## config.mk

```make
export PLATFORM = sky130hd
export DESIGN_NAME = gpio_ctrl
export DESIGN_NICKNAME = d
export VERILOG_FILES = /design/src/rtl/gpio_pkg.sv /design/src/rtl/gpio_sync.sv /design/src/rtl/gpio_event.sv /design/src/rtl/gpio_regfile.sv /design/src/rtl/gpio_ctrl.sv
export SDC_FILE = /design/constraint.sdc
export NUM_CORES = 1
export LEC_CHECK = 0
export BUFFER_PORTS_ARGS = -buffer_cell sky130_fd_sc_hd__buf_2
export CORE_ASPECT_RATIO = 1.2
export CORE_MARGIN = 2
export CORE_UTILIZATION = 30
export CTS_BUF_LIST = sky130_fd_sc_hd__clkbuf_4
export DETAILED_ROUTE_END_ITERATION = 12
export SETUP_SLACK_MARGIN = 0.4
export SLEW_MARGIN = 20
export SYNTH_ARGS = -nofsm -noshare
export SYNTH_HDL_FRONTEND = slang
export SYNTH_SLANG_ARGS = --single-unit
```

## constraint.sdc

```tcl
create_clock -name clk -period 2.6 [get_ports clk]
set_input_delay 0.52 -clock clk [delete_from_list [all_inputs] [get_ports clk]]
set_output_delay 0.52 -clock clk [all_outputs]
set_load 0.01 [all_outputs]
```

## src/rtl/gpio_pkg.sv

```systemverilog
package gpio_pkg;
  localparam int IDX_W = 4;

  typedef enum logic [IDX_W-1:0] {
    RG_SET   = 4'd0,
    RG_CLR   = 4'd1,
    RG_VAL   = 4'd2,
    RG_IN    = 4'd3,
    RG_OE    = 4'd4,
    RG_PEND  = 4'd5,
    RG_IEN   = 4'd6,
    RG_IDENT = 4'd7,
    RG_FS0   = 4'd8,
    RG_FS1   = 4'd9,
    RG_SENSE = 4'd11
  } gpio_reg_e;
endpackage

```

## src/rtl/gpio_sync.sv

```systemverilog
module gpio_sync #(
  parameter int NPIN  = 22,
  parameter int DEPTH = 2
) (
  input  logic            clk,
  input  logic            rst_n,
  input  logic [NPIN-1:0] pin_in,
  output logic [NPIN-1:0] s_now,
  output logic [NPIN-1:0] s_prev
);
  localparam int LAST = DEPTH;

  // chain[0..DEPTH-1] synchronise, chain[DEPTH] keeps the previous sample
  logic [NPIN-1:0] chain [LAST+1];

  always_ff @(posedge clk or negedge rst_n) begin
    if (!rst_n) begin
      for (int s = 0; s <= LAST; s++) chain[s] <= '0;
    end else begin
      chain[0] <= pin_in;
      for (int s = 1; s <= LAST; s++) chain[s] <= chain[s-1];
    end
  end

  assign s_now  = chain[LAST-1];
  assign s_prev = chain[LAST];
endmodule

```

## src/rtl/gpio_event.sv

```systemverilog
module gpio_event #(
  parameter int NPIN = 22
) (
  input  logic            clk,
  input  logic            rst_n,
  input  logic [NPIN-1:0] s_now,
  input  logic [NPIN-1:0] s_prev,
  input  logic [NPIN-1:0] sense,
  input  logic [NPIN-1:0] ack_mask,
  output logic [NPIN-1:0] hit,
  output logic [NPIN-1:0] pend_q
);
  for (genvar p = 0; p < NPIN; p++) begin : g_pin
    // level mode: high input; edge mode: any change
    assign hit[p] = sense[p] ? s_now[p] : (s_now[p] ^ s_prev[p]);
  end

  always_ff @(posedge clk or negedge rst_n) begin
    if (!rst_n) pend_q <= '0;
    else        pend_q <= hit | (pend_q & ~ack_mask);
  end
endmodule

```

## src/rtl/gpio_regfile.sv

```systemverilog
module gpio_regfile
  import gpio_pkg::*;
#(
  parameter int NPIN = 22,
  parameter int DW   = 32,
  parameter int AW   = 6
) (
  input  logic            clk,
  input  logic            rst_n,
  input  logic            bus_wr,
  input  logic            bus_rd,
  input  logic [AW-1:0]   bus_addr,
  input  logic [DW-1:0]   bus_wdata,
  output logic [DW-1:0]   bus_rdata,
  input  logic [NPIN-1:0] pend,
  input  logic [NPIN-1:0] s_now,
  output logic [NPIN-1:0] out_q,
  output logic [NPIN-1:0] oe_q,
  output logic [NPIN-1:0] fsel0_q,
  output logic [NPIN-1:0] fsel1_q,
  output logic [NPIN-1:0] ien_q,
  output logic [NPIN-1:0] sense_q,
  output logic [NPIN-1:0] ack_mask
);
  localparam int WW  = AW - 2;
  localparam int PAD = DW - NPIN;

  logic [WW-1:0]   widx;
  logic [NPIN-1:0] wbits;
  logic [NPIN-1:0] rsel;

  assign widx  = bus_addr[AW-1:2];
  assign wbits = bus_wdata[NPIN-1:0];

  function automatic logic wr_hit(input logic [WW-1:0] idx, input gpio_reg_e r);
    return idx == WW'(r);
  endfunction

  // output value: direct load, set and clear words
  always_ff @(posedge clk or negedge rst_n) begin
    if (!rst_n) out_q <= '0;
    else if (bus_wr) begin
      if (wr_hit(widx, RG_VAL))      out_q <= wbits;
      else if (wr_hit(widx, RG_SET)) out_q <= out_q | wbits;
      else if (wr_hit(widx, RG_CLR)) out_q <= out_q & ~wbits;
    end
  end

  always_ff @(posedge clk or negedge rst_n) begin
    if (!rst_n) begin
      oe_q    <= '0;
      fsel0_q <= '0;
      fsel1_q <= '0;
      ien_q   <= '0;
      sense_q <= '0;
    end else if (bus_wr) begin
      if (wr_hit(widx, RG_OE))    oe_q    <= wbits;
      if (wr_hit(widx, RG_FS0))   fsel0_q <= wbits;
      if (wr_hit(widx, RG_FS1))   fsel1_q <= wbits;
      if (wr_hit(widx, RG_IEN))   ien_q   <= wbits;
      if (wr_hit(widx, RG_SENSE)) sense_q <= wbits;
    end
  end

  assign ack_mask = (bus_wr && wr_hit(widx, RG_PEND)) ? wbits : '0;

  always_comb begin
    rsel = '0;
    if      (wr_hit(widx, RG_VAL))   rsel = out_q;
    else if (wr_hit(widx, RG_IN))    rsel = s_now;
    else if (wr_hit(widx, RG_OE))    rsel = oe_q;
    else if (wr_hit(widx, RG_PEND))  rsel = pend;
    else if (wr_hit(widx, RG_IEN))   rsel = ien_q;
    else if (wr_hit(widx, RG_IDENT)) rsel = pend & ien_q;
    else if (wr_hit(widx, RG_FS0))   rsel = fsel0_q;
    else if (wr_hit(widx, RG_FS1))   rsel = fsel1_q;
    else if (wr_hit(widx, RG_SENSE)) rsel = sense_q;
  end

  always_ff @(posedge clk or negedge rst_n) begin
    if (!rst_n)      bus_rdata <= '0;
    else if (bus_rd) bus_rdata <= {{PAD{1'b0}}, rsel};
  end
endmodule

```

## src/rtl/gpio_ctrl.sv

```systemverilog
module gpio_ctrl #(
  parameter int NPIN = 22,
  parameter int DW   = 32,
  parameter int AW   = 6
) (
  input  logic              clk,
  input  logic              rst_n,
  input  logic              bus_wr,
  input  logic              bus_rd,
  input  logic [AW-1:0]     bus_addr,
  input  logic [DW-1:0]     bus_wdata,
  output logic [DW-1:0]     bus_rdata,
  input  logic [NPIN-1:0]   pin_in,
  output logic [NPIN-1:0]   pin_out,
  output logic [NPIN-1:0]   pin_oe,
  output logic [2*NPIN-1:0] pin_func,
  output logic              irq
);
  logic [NPIN-1:0] s_now, s_prev, hit, pend_q, ack_mask;
  logic [NPIN-1:0] out_q, oe_q, fsel0_q, fsel1_q, ien_q, sense_q;

  gpio_sync #(.NPIN(NPIN), .DEPTH(2)) u_sync (
    .clk(clk), .rst_n(rst_n), .pin_in(pin_in), .s_now(s_now), .s_prev(s_prev)
  );

  gpio_event #(.NPIN(NPIN)) u_event (
    .clk(clk), .rst_n(rst_n), .s_now(s_now), .s_prev(s_prev), .sense(sense_q),
    .ack_mask(ack_mask), .hit(hit), .pend_q(pend_q)
  );

  gpio_regfile #(.NPIN(NPIN), .DW(DW), .AW(AW)) u_regs (
    .clk(clk), .rst_n(rst_n), .bus_wr(bus_wr), .bus_rd(bus_rd),
    .bus_addr(bus_addr), .bus_wdata(bus_wdata), .bus_rdata(bus_rdata),
    .pend(pend_q), .s_now(s_now), .out_q(out_q), .oe_q(oe_q),
    .fsel0_q(fsel0_q), .fsel1_q(fsel1_q), .ien_q(ien_q), .sense_q(sense_q),
    .ack_mask(ack_mask)
  );

  assign pin_out = out_q;
  assign pin_oe  = oe_q;

  for (genvar p = 0; p < NPIN; p++) begin : g_func
    assign pin_func[2*p +: 2] = {fsel1_q[p], fsel0_q[p]};
  end

  always_ff @(posedge clk or negedge rst_n) begin
    if (!rst_n) irq <= 1'b0;
    else        irq <= |(pend_q & ien_q);
  end
endmodule

```

## Yosys cells after proc, flatten, opt, wreduce, memory -nomap -nowiden

Cells that the tools add are included.

| cells by class | value |
|---|---|
| bitwise logic cells | 29 |
| multiply operators | 0 |
| muxes and demuxes | 35 |
| add/subtract/negate cells | 0 |
| equal/unequal tests | 10 |
| shift-type cells | 0 |
| order comparisons | 0 |
| div/mod/pow operators | 0 |
| reductions and logical operators | 10 |

Operators with widths:

| kind | number |
|---|---|
| $mux W22 | 13 |
| $and A22 B22 Y22 | 3 |
| $not A22 Y22 | 2 |
| $or A22 B22 Y22 | 2 |
| $mux W1 | 22 |
| $reduce_or A22 Y1 | 1 |
| $xor A1 B1 Y1 | 22 |
| $eq A4 B3 Y1 const B | 4 |
| $eq A4 B4 Y1 const B | 3 |
| $reduce_and A2 Y1 | 6 |
| $eq A4 B2 Y1 const B | 2 |
| $eq A4 B1 Y1 const B | 1 |
| $logic_not A4 Y1 | 1 |
| $reduce_bool A3 Y1 | 1 |
| $logic_and A1 B1 Y1 | 1 |

| storage, ports and cells | value |
|---|---|
| input bits | 64 |
| bits in latches | 0 |
| bits in read-only memories | 0 |
| memories | 0 |
| bits in writable memories | 0 |
| register bits | 243 |
| logic and storage cells | 96 |
| output and inout port bits | 121 |

## Depth between registers and ports, before layout

| depth | value |
|---|---|
| word-level depth | 10 |
| gate-level depth with buffers | 7 |

## Cells and area by module

Synthesis repeated with hierarchy kept, for this count alone.

| unflattened totals | value |
|---|---|
| cell total of the unflattened synthesis | 960 |
| area total of the unflattened synthesis | 12011.5 um^2 |

Modules (own cells, without submodules):

| module | area an instance (um^2) | cells each | times used |
|---|---|---|---|
| gpio_regfile | 8413.1 | 726 | 1 |
| gpio_sync | 1981.9 | 110 | 1 |
| gpio_event | 1458.9 | 110 | 1 |
| gpio_ctrl | 157.7 | 14 | 1 |

## Least setup slack after synthesis

No wires, ideal clock.

| timing path | value |
|---|---|
| path kind | in2reg |
| from | input bus_addr[4] |
| to | register u_regs.bus_rdata[20] |
| arrival | 1656 ps |
| buffers on the path | 2 |
| setup slack | 805 ps |
| stages | 6 |
| path through | buf_6 or4b_4 buf_6 o21a_1 a21oi_2 a211oi_2 |

| on the way | value |
|---|---|
| longest elaborated chain between the ends | 10 |
| elaborated cells on any way between the ends | 18 |
| classes of those cells | eq/ne: 9; mux: 9 |

RTL lines:

| what | line | RTL |
|---|---|---|
| start: declaration | gpio_ctrl.sv:10 | `input logic [AW-1:0] bus_addr,` |
| $eq A4 B4 Y1 | gpio_regfile.sv:36 | `return idx == WW'(r);` |
| $mux W22 | gpio_regfile.sv:77 | `else if (wr_hit(widx, RG_SENSE)) rsel = sense_q;` |
| $mux W22 | gpio_regfile.sv:76 | `else if (wr_hit(widx, RG_FS1)) rsel = fsel1_q;` |
| $mux W22 | gpio_regfile.sv:75 | `else if (wr_hit(widx, RG_FS0)) rsel = fsel0_q;` |
| $mux W22 | gpio_regfile.sv:74 | `else if (wr_hit(widx, RG_IDENT)) rsel = pend & ien_q;` |
| $mux W22 | gpio_regfile.sv:73 | `else if (wr_hit(widx, RG_IEN)) rsel = ien_q;` |
| $mux W22 | gpio_regfile.sv:72 | `else if (wr_hit(widx, RG_PEND)) rsel = pend;` |
| $mux W22 | gpio_regfile.sv:71 | `else if (wr_hit(widx, RG_OE)) rsel = oe_q;` |
| $mux W22 | gpio_regfile.sv:70 | `else if (wr_hit(widx, RG_IN)) rsel = s_now;` |
| $mux W22 * | gpio_regfile.sv:69 | `if (wr_hit(widx, RG_VAL)) rsel = out_q;` |
| end signal: assignment | gpio_regfile.sv:82 | `else if (bus_rd) bus_rdata <= {{PAD{1'b0}}, rsel};` |
| end: declaration | gpio_regfile.sv:14 | `output logic [DW-1:0] bus_rdata,` |

Mark *: on every way between the ends. The rest lies on a longest branch, timed or not.
A chain may end at the register's enable or synchronous reset.

==> impl_metrics.csv <==
group,metric,value,unit
run_status,outcome,"complete, no violations",
route,dr.pass1.iters,5,
hold_path,hold_depth,2,
timing,drv_slew,0,
route,routed_wl,32700,µm
clocking,post-cts-setup-buffers,0,
critical_path,worst-path-buf-inv,1,
die,initial_core_util,30.5,%
critical_path,r2r_cells,3,
route,avgViaCountPerCell,5.12,
clocking,clock_latency,0.67,ns
critical_path,slowest_stage,"dfrtp_1",
clocking,cts.sinks,243,
timing,min_period,1.77,ns
yosys,synthTopCellsByArea,"dfrtp_1, mux2_2, a211oi_1, a22o_1, o211a_1",
global_route,grt_pass1_wl,49700,µm
global_route,antenna_found_initial,3,
yosys,ys_ff_latch,243,
critical_path,reg2reg_slack,1.21,ns
yosys,synthArstFlopShare,100,%
clocking,cts-root-buf,"clkbuf_4",
pwr,peakVddDrop,0.523,mV
critical_path,rr_endpoint,"irq$_DFF_PN0_",
hold_path,hp-class,"input port to register",
die,io_pins,185,
die,row_count,75,
yosys,synth_top_area_cell,"dfrtp_1",
cells_and_area,finalNetCount,1121,
die,die_area,37300,µm²
timing,fin_setup_tns,0,ns
die,die_h,211,µm
global_route,grt_pass1_vias,8249,
placement,numPortBuffers,162,
timing,finalClockSkew,0.0261,ns
timing,fmax,564,MHz
timing,tightest_slew,0.704,ns
route,avgRoutedWirePerCell,20.8,µm
critical_path,required,2.08,ns
critical_path,path_delay_family,"flip-flops",
placement,preCtsSetupSlack,0.315,ns
yosys,synth.distinct_cells,43,
pwr,total_power,10.1,mW
route,ant_nets,0,
timing,setup_violations,0,
timing,hold_viol,0,
critical_path,cp-start-kind,"register",
cells_and_area,fillers,3518,
route,first_iter_violations,469,
critical_path,crit_chain,"buf_2",
cells_and_area,multiInputGateArea,4250,µm²
yosys,synth_edf_count,0,
yosys,synth.most_common_cell,"dfrtp_1",
die,design.core.area,35100,µm²
clocking,htreeDepth,3,
yosys,synth_top_area_share,56.7,%
critical_path,worstPathArrival,1.25,ns
route,drc_errors,0,
pwr,pwr_density_cell,766,nW/µm²
critical_path,cp-end-kind,"output pin",
cells_and_area,syn2layout_area_growth,23.3,%
timing,rsz0062_at_grt,"no",
yosys,syn_avg_cell_area,13.1,µm²
route,vias,8045,
yosys,synth_cells,821,
yosys,synth_area,10700,µm²
yosys,yosysWarnings,0,
clocking,clockBufferDepth,3,
global_route,grt_usage,17.7,%
global_route,grt_overflow,0,
die,die_w,177,µm
hold_path,worstHoldStart,"bus_wdata[6]",
cells_and_area,drive_gt1_share,40.8,%
placement,place.gp.congestion,0.801,
clocking,clk_pin_slew,0.06,ns
global_route,grt_max_degree,53,
cells_and_area,ff_latch_area,6080,µm²
timing,finalCritPeriodShare,68.2,%
critical_path,cp_max_fo,3,
critical_path,r2r_start,"u_event.pend_q[18]$_DFF_PN0_",
critical_path,slowest_delay,0.43,ns
pwr,leakagePower,5.85,nW
timing,holdWs,0.201,ns
clocking,cts_tree,"done",
timing,slew_headroom,53.1,%
placement,hpwl,22000,µm
cells_and_area,final_core_util,37.6,%
timing,finalWorstSetupSlack,0.827,ns
clocking,numCtsBuffers,69,
yosys,synth_ff_type,"dfrtp_1",
flow_run,drv_cap,0,
yosys,synth.top_cells.by_count,"dfrtp_1, mux2_2, a21oi_1",
critical_path,worstSetupPathType,"register to output pin",
yosys,ys_seq_area_share,56.7,%
[worst max-delay path by stage]
| stage | slack [ns] | from | depth (start not counted) | end |
|---|---|---|---|---|
| floorplan | 0.80 | bus_addr[4] | 6 | u_regs.bus_rdata[20]$_DFFE_PN0P_ |
| global placement | 0.35 | bus_addr[5] | 6 | u_regs.fsel1_q[14]$_DFFE_PN0P_ |
| detailed placement | 0.32 | bus_addr[5] | 6 | u_regs.fsel1_q[17]$_DFFE_PN0P_ |
| CTS | 0.78 | register | 1 | pin_out[2] |
| global route | 0.75 | u_regs.bus_rdata[10]$_DFFE_PN0P_ | 1 | bus_rdata[10] |
| finish | 0.83 | register | 1 | pin_out[2] |
[report_power, final]
part	total (mW)	switching (mW)	internal (mW)
sequential	4.81	0.459	4.35
combinational	1.95	0.968	0.978
clock	3.37	1.60	1.77
[stage by stage]
stage	instances	cell area (µm²)
after floorplan	830	10800
after global placement	1425	12100
after detailed placement	1425	12100
after CTS	1567	13200
after global routing	1570	13200
final	1570	13200
[layout by cell type (no fill, tap or decap), drive strengths merged, types with 2 or more instances in the layout]
master / instances
a211oi: 40
a21o: 22
a21oi: 44
a221oi: 6
a22o: 25
a22oi: 4
and3: 2
buf: 204
clkbuf: 93
clkinv: 22
conb: 10
dfrtp: 243
diode: 3
dlygate4sd3: 23
inv: 7
mux2: 132
nand2: 26
nand2b: 23
nand4: 3
nor2: 5
nor2b: 4
nor3b: 22
o211a: 20
o21a: 20
o21ai: 24
o221ai: 20
o22ai: 2
o2bb2ai: 6
o31ai: 20
xnor2: 22
[sequential cells by signal, indices dropped and copies added, names as in the netlist, named ones only]
| name | flops |
|---|---|
| u_regs.fsel0_q | 22 |
| u_regs.oe_q | 22 |
| u_regs.bus_rdata | 22 |
| u_regs.fsel1_q | 22 |
| u_sync.s_now | 22 |
| u_regs.ien_q | 22 |
| u_sync.s_prev | 22 |
| u_event.pend_q | 22 |
| u_regs.sense_q | 22 |
| u_sync.chain | 22 |
| irq | 1 |
[cell families after synthesis]
| kind of cell | share of synthesized area (%) |
|---|---|
| AOI/OAI and AO/OA | 18.0 |
| xor gates and xnor gates | 1.80 |
| buffers and inverters | 4.21 |
| DFF | 56.7 |
| muxes | 13.9 |
| other | 0.0350 |
| and+or+nand+nor | 5.38 |
[area by class of cell]
cell class              count  share of cell area [%]
well taps                 462                    4.38
multi-input cells         512                    32.1
repair buffers            227                    11.0
inverters                   4                   0.114
clock inverters            26                    1.00
flip-flops and latches    243                    46.0
diodes                      3                  0.0568
clock buffers              93                    5.28
[repair_timing]
item                      in CTS  in global routing
hold buffers                  23                  0
resized for setup              0                  0
hold endpoints to repair      65                  0
[metal layers]
metal	track usage, %	routed length, µm
met1	23.1	13900
met2	28.4	15700
met3	4.81	2430
met4	5.96	690
met5	0	0
Note: power is estimated with default switching activity, not from simulation.
